### src/rtl/dslp_wdt_pkg.sv
package dslp_wdt_pkg;
  typedef enum logic {
    SRC_RC   = 1'b0,
    SRC_XTAL = 1'b1
  } src_e;
endpackage

### src/rtl/dslp_wdt_src.sv
module dslp_wdt_src
  import dslp_wdt_pkg::*;
(
  input  logic armed,
  input  logic en,
  input  logic sel,
  input  logic rc_tick,
  input  logic rc_ready,
  input  logic xtal_tick,
  input  logic xtal_ready,
  output logic tick_ok,
  output logic rc_req,
  output logic xtal_req
);
  src_e src;
  logic live;

  always_comb begin
    src      = src_e'(sel);
    live     = armed & en;
    rc_req   = live & (src == SRC_RC);
    xtal_req = live & (src == SRC_XTAL);
    if (src == SRC_XTAL) tick_ok = xtal_tick & xtal_ready;
    else                 tick_ok = rc_tick & rc_ready;
  end
endmodule

### src/rtl/dslp_wdt_count.sv
module dslp_wdt_count #(
  parameter int unsigned PS_W     = 4,
  parameter int unsigned EXP_BASE = 6,
  parameter int unsigned EXP_STEP = 2,
  parameter int unsigned CNT_W    = EXP_BASE + EXP_STEP * ((1 << PS_W) - 1)
) (
  input  logic             clk,
  input  logic             rst_n,
  input  logic             clr,
  input  logic             inc,
  input  logic [PS_W-1:0]  ps_code,
  output logic [CNT_W-1:0] cnt_o,
  output logic             hit_o
);
  localparam logic [CNT_W-1:0] ONE  = {{(CNT_W-1){1'b0}}, 1'b1};
  localparam logic [CNT_W-1:0] ALL1 = {CNT_W{1'b1}};

  logic [CNT_W-1:0] cnt_q, cnt_d, mask;
  int unsigned      shamt;

  always_comb begin
    shamt = CNT_W - (EXP_BASE + EXP_STEP * int'(ps_code));
    mask  = ALL1 >> shamt;
    hit_o = inc && (cnt_q == mask);
    cnt_d = cnt_q;
    if (clr)      cnt_d = '0;
    else if (inc) cnt_d = cnt_q + ONE;
  end

  always_ff @(posedge clk or negedge rst_n) begin
    if (!rst_n) cnt_q <= '0;
    else        cnt_q <= cnt_d;
  end

  assign cnt_o = cnt_q;
endmodule

### src/rtl/dslp_wdt_seq.sv
module dslp_wdt_seq (
  input  logic clk,
  input  logic rst_n,
  input  logic en,
  input  logic entry,
  input  logic leave,
  input  logic hit,
  output logic armed_o,
  output logic pulse_o,
  output logic flag_o
);
  logic armed_q, armed_d, pulse_q, pulse_d, flag_q, flag_d;

  always_comb begin
    armed_d = armed_q;
    flag_d  = flag_q;
    pulse_d = 1'b0;
    if (entry) begin
      armed_d = en;
      flag_d  = 1'b0;
    end else if (leave) begin
      armed_d = 1'b0;
    end else if (hit) begin
      armed_d = 1'b0;
      flag_d  = 1'b1;
      pulse_d = 1'b1;
    end
  end

  always_ff @(posedge clk or negedge rst_n) begin
    if (!rst_n) begin
      armed_q <= 1'b0;
      pulse_q <= 1'b0;
      flag_q  <= 1'b0;
    end else begin
      armed_q <= armed_d;
      pulse_q <= pulse_d;
      flag_q  <= flag_d;
    end
  end

  assign armed_o = armed_q;
  assign pulse_o = pulse_q;
  assign flag_o  = flag_q;

  p_pulse_single_r8: assert property (@(posedge clk) disable iff (!rst_n)
    pulse_q |=> !pulse_q);
  p_flag_with_pulse_r8: assert property (@(posedge clk) disable iff (!rst_n)
    pulse_q |-> flag_q);
  p_flag_clear_r9: assert property (@(posedge clk) disable iff (!rst_n)
    entry |=> !flag_q);
endmodule

### src/rtl/dslp_wdt.sv
module dslp_wdt #(
  parameter int unsigned PS_W     = 4,
  parameter int unsigned EXP_BASE = 6,
  parameter int unsigned EXP_STEP = 2
) (
  input  logic            clk,
  input  logic            rst_n,
  input  logic            cfg_en,
  input  logic            cfg_clk_sel,
  input  logic [PS_W-1:0] cfg_ps,
  input  logic            sleep_entry,
  input  logic            sleep_exit,
  input  logic            rc_tick,
  input  logic            rc_ready,
  input  logic            xtal_tick,
  input  logic            xtal_ready,
  output logic            wake_pulse,
  output logic            wake_flag,
  output logic            rc_req,
  output logic            xtal_req
);
  localparam int unsigned CNT_W = EXP_BASE + EXP_STEP * ((1 << PS_W) - 1);

  logic [1:0]       rst_sync_q;
  logic             rst_s;
  logic             armed, tick_ok, inc, hit;
  logic [CNT_W-1:0] cnt;

  always_ff @(posedge clk or negedge rst_n) begin
    if (!rst_n) rst_sync_q <= 2'b00;
    else        rst_sync_q <= {rst_sync_q[0], 1'b1};
  end
  assign rst_s = rst_sync_q[1];

  dslp_wdt_src u_src (
    .armed(armed), .en(cfg_en), .sel(cfg_clk_sel),
    .rc_tick(rc_tick), .rc_ready(rc_ready),
    .xtal_tick(xtal_tick), .xtal_ready(xtal_ready),
    .tick_ok(tick_ok), .rc_req(rc_req), .xtal_req(xtal_req)
  );

  assign inc = armed & tick_ok & ~sleep_entry & ~sleep_exit;

  dslp_wdt_count #(
    .PS_W(PS_W), .EXP_BASE(EXP_BASE), .EXP_STEP(EXP_STEP), .CNT_W(CNT_W)
  ) u_count (
    .clk(clk), .rst_n(rst_s), .clr(sleep_entry), .inc(inc),
    .ps_code(cfg_ps), .cnt_o(cnt), .hit_o(hit)
  );

  dslp_wdt_seq u_seq (
    .clk(clk), .rst_n(rst_s), .en(cfg_en), .entry(sleep_entry),
    .leave(sleep_exit), .hit(hit),
    .armed_o(armed), .pulse_o(wake_pulse), .flag_o(wake_flag)
  );

  p_entry_clears_r3: assert property (@(posedge clk) disable iff (!rst_s)
    sleep_entry |=> (cnt == '0));
  p_hold_no_tick_r7: assert property (@(posedge clk) disable iff (!rst_s)
    (!tick_ok && !sleep_entry) |=> $stable(cnt));
  p_no_wake_idle_r10: assert property (@(posedge clk) disable iff (!rst_s)
    !armed |=> !wake_pulse);
  p_req_armed_r6: assert property (@(posedge clk) disable iff (!rst_s)
    (rc_req || xtal_req) |-> armed);
endmodule

### config.mk
export PLATFORM = sky130hd
export DESIGN_NAME = dslp_wdt
export DESIGN_NICKNAME = d
export VERILOG_FILES = /design/src/rtl/dslp_wdt_pkg.sv /design/src/rtl/dslp_wdt_src.sv /design/src/rtl/dslp_wdt_count.sv /design/src/rtl/dslp_wdt_seq.sv /design/src/rtl/dslp_wdt.sv
export SDC_FILE = /design/constraint.sdc
export NUM_CORES = 1
export LEC_CHECK = 0
export ABC_CLOCK_PERIOD_IN_PS = 1700
export BUFFER_PORTS_ARGS = -buffer_cell sky130_fd_sc_hd__buf_4
export CAP_MARGIN = 15
export CORE_MARGIN = 2
export CORE_UTILIZATION = 61
export CTS_CLUSTER_DIAMETER = 80
export DETAILED_ROUTE_END_ITERATION = 16
export GPL_TIMING_DRIVEN = 0
export PLACE_DENSITY = 0.77
export SYNTH_ARGS = -nofsm -noshare
export SYNTH_HDL_FRONTEND = slang
export SYNTH_SLANG_ARGS = --single-unit
### constraint.sdc
create_clock -name clk -period 1.7 [get_ports clk]
set_clock_uncertainty 0.15 [all_clocks]
set_input_delay 0.34 -clock clk [delete_from_list [all_inputs] [get_ports clk]]
set_output_delay 0.34 -clock clk [all_outputs]
set_load 0.01 [all_outputs]
==> results.toml <==
[layout]
nFillCells = 189
fin_nets = 413
diodes = 0
final_core_util_pct = 89.5
area_delta_synth_final_pct = 38.6
drive_gt1_share_pct = 37.3
multi_input_area_sq_um = 2090
ff_latch_area_sq_um = 1030

[flow_run]
drv_cap = 0

[worst_setup_path]
criticalPathCategory = "input pin to flip-flop"
worst_setup_path_start_kind = "input pin"
crit_top_cell = "buf_8"
path_delay_family = "compound AO/OA/AOI/OAI gates"
r2r_start = "u_count.cnt_o[12]"
crit_path_start = "cfg_ps[0]"
cpPeakStageDelay_ns = 0.42
cp_data_required_time_ns = 1.72
critPathArrivalTime_ns = 2.98
ff2ff_path_depth = 8
crit_buf_inv = 5
crit_fanout = 10
crit_path_end_kind = "flip-flop"
crit_path_cell_trace = "buf_8, buf_12, buf_8, inv_4, ha_4, buf_4, or2_4, a21oi_1, o31ai_1, nand3_1, a211o_1, a2111o_1, nor4_4, o21ai_1"
crit_slowest_cell = "a2111o_1"
cp.depth = 14

[grt]
grt_max_degree = 40
grt_pass1_vias = 2929
grt_pass1_wl_um = 13200
antenna_found_initial = 0
grtUsageTotal_pct = 32.4
overflow = 0

[power_and_ir_drop]
power.density_nw_per_um2 = 629
p_comb_share_pct = 20.7
power.internal_mw = 1.80
vdd_drop_max_uv = 580
swShare_pct = 28.0
leakage_nw = 1.77
clkPwrFrac_pct = 39.3
seqPwrFrac_pct = 40.0
switching_power_mw = 0.700

[cts]
clockRootBuffer = "clkbuf_8"
htreeDepth = 2
clk_pin_slew_worst_paths_ns = 0.08
cts_tree = "done"
insertion_delay_ns = 0.30
cts_buffers = 5
clock_sink_count = 41
max-clock-path-buffers = 2

[placement]
post-dp-hpwl_um = 4510
portBuffers = 14
place_congestion = 0.872

[routing]
avgRoutedWirePerCell_um = 20.6
drtIter0Drc = 370
avgViaCountPerCell = 6.80
wl_um = 9260
vias = 3052
drt_drc_violations_left = 0
firstDrtPassIters = 5
ant_nets = 0

[floorplan]
core_sq_um = 4440
die_w_um = 72.6
rows = 24
die-area_sq_um = 5270
start_util_pct = 64.6
ios = 18
die_h_um = 72.6

[yosys]
synth_top_area_share_pct = 35.7
synthTopCellsByArea = "dfrtp_1, xor2_1, nor2_1, nand2_1, mux2i_1"
muxShareOfSynthArea_pct = 3.14
yosysWarnings = 0
synth-simple-area-share_pct = 29.3
async_flop_share_pct = 100
syn_area_sq_um = 2870
ys.flop_type = "dfrtp_1"
syn_nets = 356
synth_top_family_by_area = "simple AND/OR/NAND/NOR gates"
yosys.area_share.adder_pct = 1.31
seq_area_frac_synth_pct = 35.7
netlist_instances = 339
syn_area_per_cell_sq_um = 8.47
synthXorXnorAreaFrac_pct = 9.76
yosys_register_bits = 41
yosys.area.top_type = "dfrtp_1"
yosysUniqueCellTypes = 55
synth_compound_area_share_pct = 16.4
synth_edf_count = 0

[hold_path]
worstHoldPathCells = 2
hp-class = "input pin to flip-flop"
hold_start = "sleep_entry"

[sta]
setup_viol = 39
tns_ns = -21.85
period_needed_ns = 2.96
fmax_mhz = 338
tightestPinTransition_ns = 0.869
rsz0062_at_grt = "yes"
fin_crit_sh_pct = 174
slew_violations = 0
finalHoldViolations = 0
fin_ws_ns = -1.26
holdWs_ns = 0.0837
maxSlewHeadroom_pct = 42.1

[status]
violations = "setup timing"
status = "complete, but fails checks"
## cell families (layout without fill, tap and decap cells)
logic type / after synthesis / count (layout)
simple gates: 161 / 161
compound gates: 66 / 66
flops: 41 / 41
xor+xnor: 32 / 32
buf+inv: 26 / 84
mux: 9 / 9
fa+ha+maj: 3 / 3
other cells: 1 / 1
## flip-flops by register name, summed over array words and instances (netlist names)
signal         count
u_seq.armed_o      1
rst_sync_q         2
u_count.cnt_o     36
u_seq.pulse_o      1
u_seq.flag_o       1
## layout make-up
cell class / count / share of cell area [%]
multi-input cells: 272 / 52.6
flip-flops and latches: 41 / 25.8
repair buffers: 52 / 12.0
plain buffers: 16 / 3.55
clock buffers: 5 / 1.73
clock inverters: 3 / 1.73
well taps: 52 / 1.64
inverters: 8 / 0.818
## routing by layer
layer	share of wire [%]	routed length, um	GRT usage (%)	vias up
met2	47	4390	54.1	208
met3	8.3	766	6.91	74
met5	0	0	0	-
met4	6.4	591	13.6	0
met1	38	3510	40.9	1467
li1	-	-	-	1303
## cell usage in the layout, fill, tap and decap left out, types with 4 or more instances in the layout
cell / Yosys / layout
and3_1: 8 / 6
nor3_1: 8 / 4
o21ai_0: 15 / 9
nand2b_1: 7 / 4
buf_4: 0 / 30
o21ai_2: 0 / 4
o31ai_1: 6 / 4
a21oi_1: 12 / 8
or2_2: 4 / 4
a21oi_2: 2 / 4
nor2_1: 47 / 42
dfrtp_1: 41 / 39
nand3_1: 14 / 8
or3_1: 7 / 5
buf_6: 2 / 25
and2_1: 5 / 4
nand4_1: 9 / 9
nand2_1: 33 / 29
nor2_4: 1 / 5
nand3_2: 0 / 5
xnor2_1: 8 / 6
inv_1: 8 / 6
clkbuf_8: 0 / 5
a21o_1: 7 / 6
mux2i_1: 9 / 9
xor2_1: 24 / 23
## Yosys cell counts (all sizes together) (2+ instances only)
| cell type | count |
|---|---|
| nand2 | 33 |
| nand4 | 10 |
| dfrtp | 41 |
| xnor2 | 8 |
| nor2 | 48 |
| nor4 | 3 |
| and2 | 5 |
| o211ai | 2 |
| nand2b | 7 |
| nor3 | 8 |
| o221ai | 3 |
| a21oi | 15 |
| buf | 9 |
| o21ai | 16 |
| o2111ai | 2 |
| a211o | 3 |
| nand3 | 14 |
| ha | 3 |
| and3 | 8 |
| o31ai | 6 |
| nand3b | 2 |
| a211oi | 4 |
| nor3b | 3 |
| or3 | 7 |
| xor2 | 24 |
| a21o | 7 |
| and4 | 2 |
| or2 | 6 |
| mux2i | 9 |
| or3b | 2 |
| clkbuf | 9 |
| inv | 8 |
## worst paths after layout
kind / to / slack [ns]
setup / recovery: u_seq.armed_o / -1.26
hold / removal: u_count.cnt_o[16] / 0.08
setup reg to reg: u_count.cnt_o[30] / -0.92
hold reg to reg: u_count.cnt_o[8] / 0.24
max in group asynchronous: u_count.cnt_o[3] / 0.57
min in group asynchronous: rst_sync_q[1] / 0.21
## stage by stage
step	setup slack, ns	instance area [sq um]	std cells	power, mW
after floorplan	-1.28	3040	339	1.34
final	-1.26	3980	449	2.50
after global routing	-1.36	3980	449	2.57
after global placement	-1.81	3210	405	1.42
after detailed placement	-1.84	3210	405	1.43
after CTS	-1.15	3800	444	2.43
## worst register-to-register path, delay by kind of cell, from the launching register on
kind / cells / cell delay, ns
DFF: 1 / 0.49
and+or+nand+nor: 6 / 1.64
AOI/OAI and AO/OA: 1 / 0.13
buffers and inverters: 1 / 0.14
## power groups by stage
stage | combinational, mW | sequential [mW] | clock, mW
6_report | 0.519 | 1.00 | 0.983
5_1_grt | 0.556 | 1.00 | 1.01
4_1_cts | 0.476 | 1.00 | 0.955
3_5_place_dp | 0.414 | 1.02 | 0
3_3_place_gp | 0.406 | 1.02 | 0
2_1_floorplan | 0.325 | 1.01 | 0
## timing repair
item / CTS / global route
setup buffers: 30 / 10
hold buffers: 1 / 0
cloned: 1 / 0
setup endpoints to repair: 37 / 38
hold endpoints to repair: 2 / 0
gates resized for setup: 59 / 41
pin swaps: 34 / 19
(Power assumes the default switching activity.)
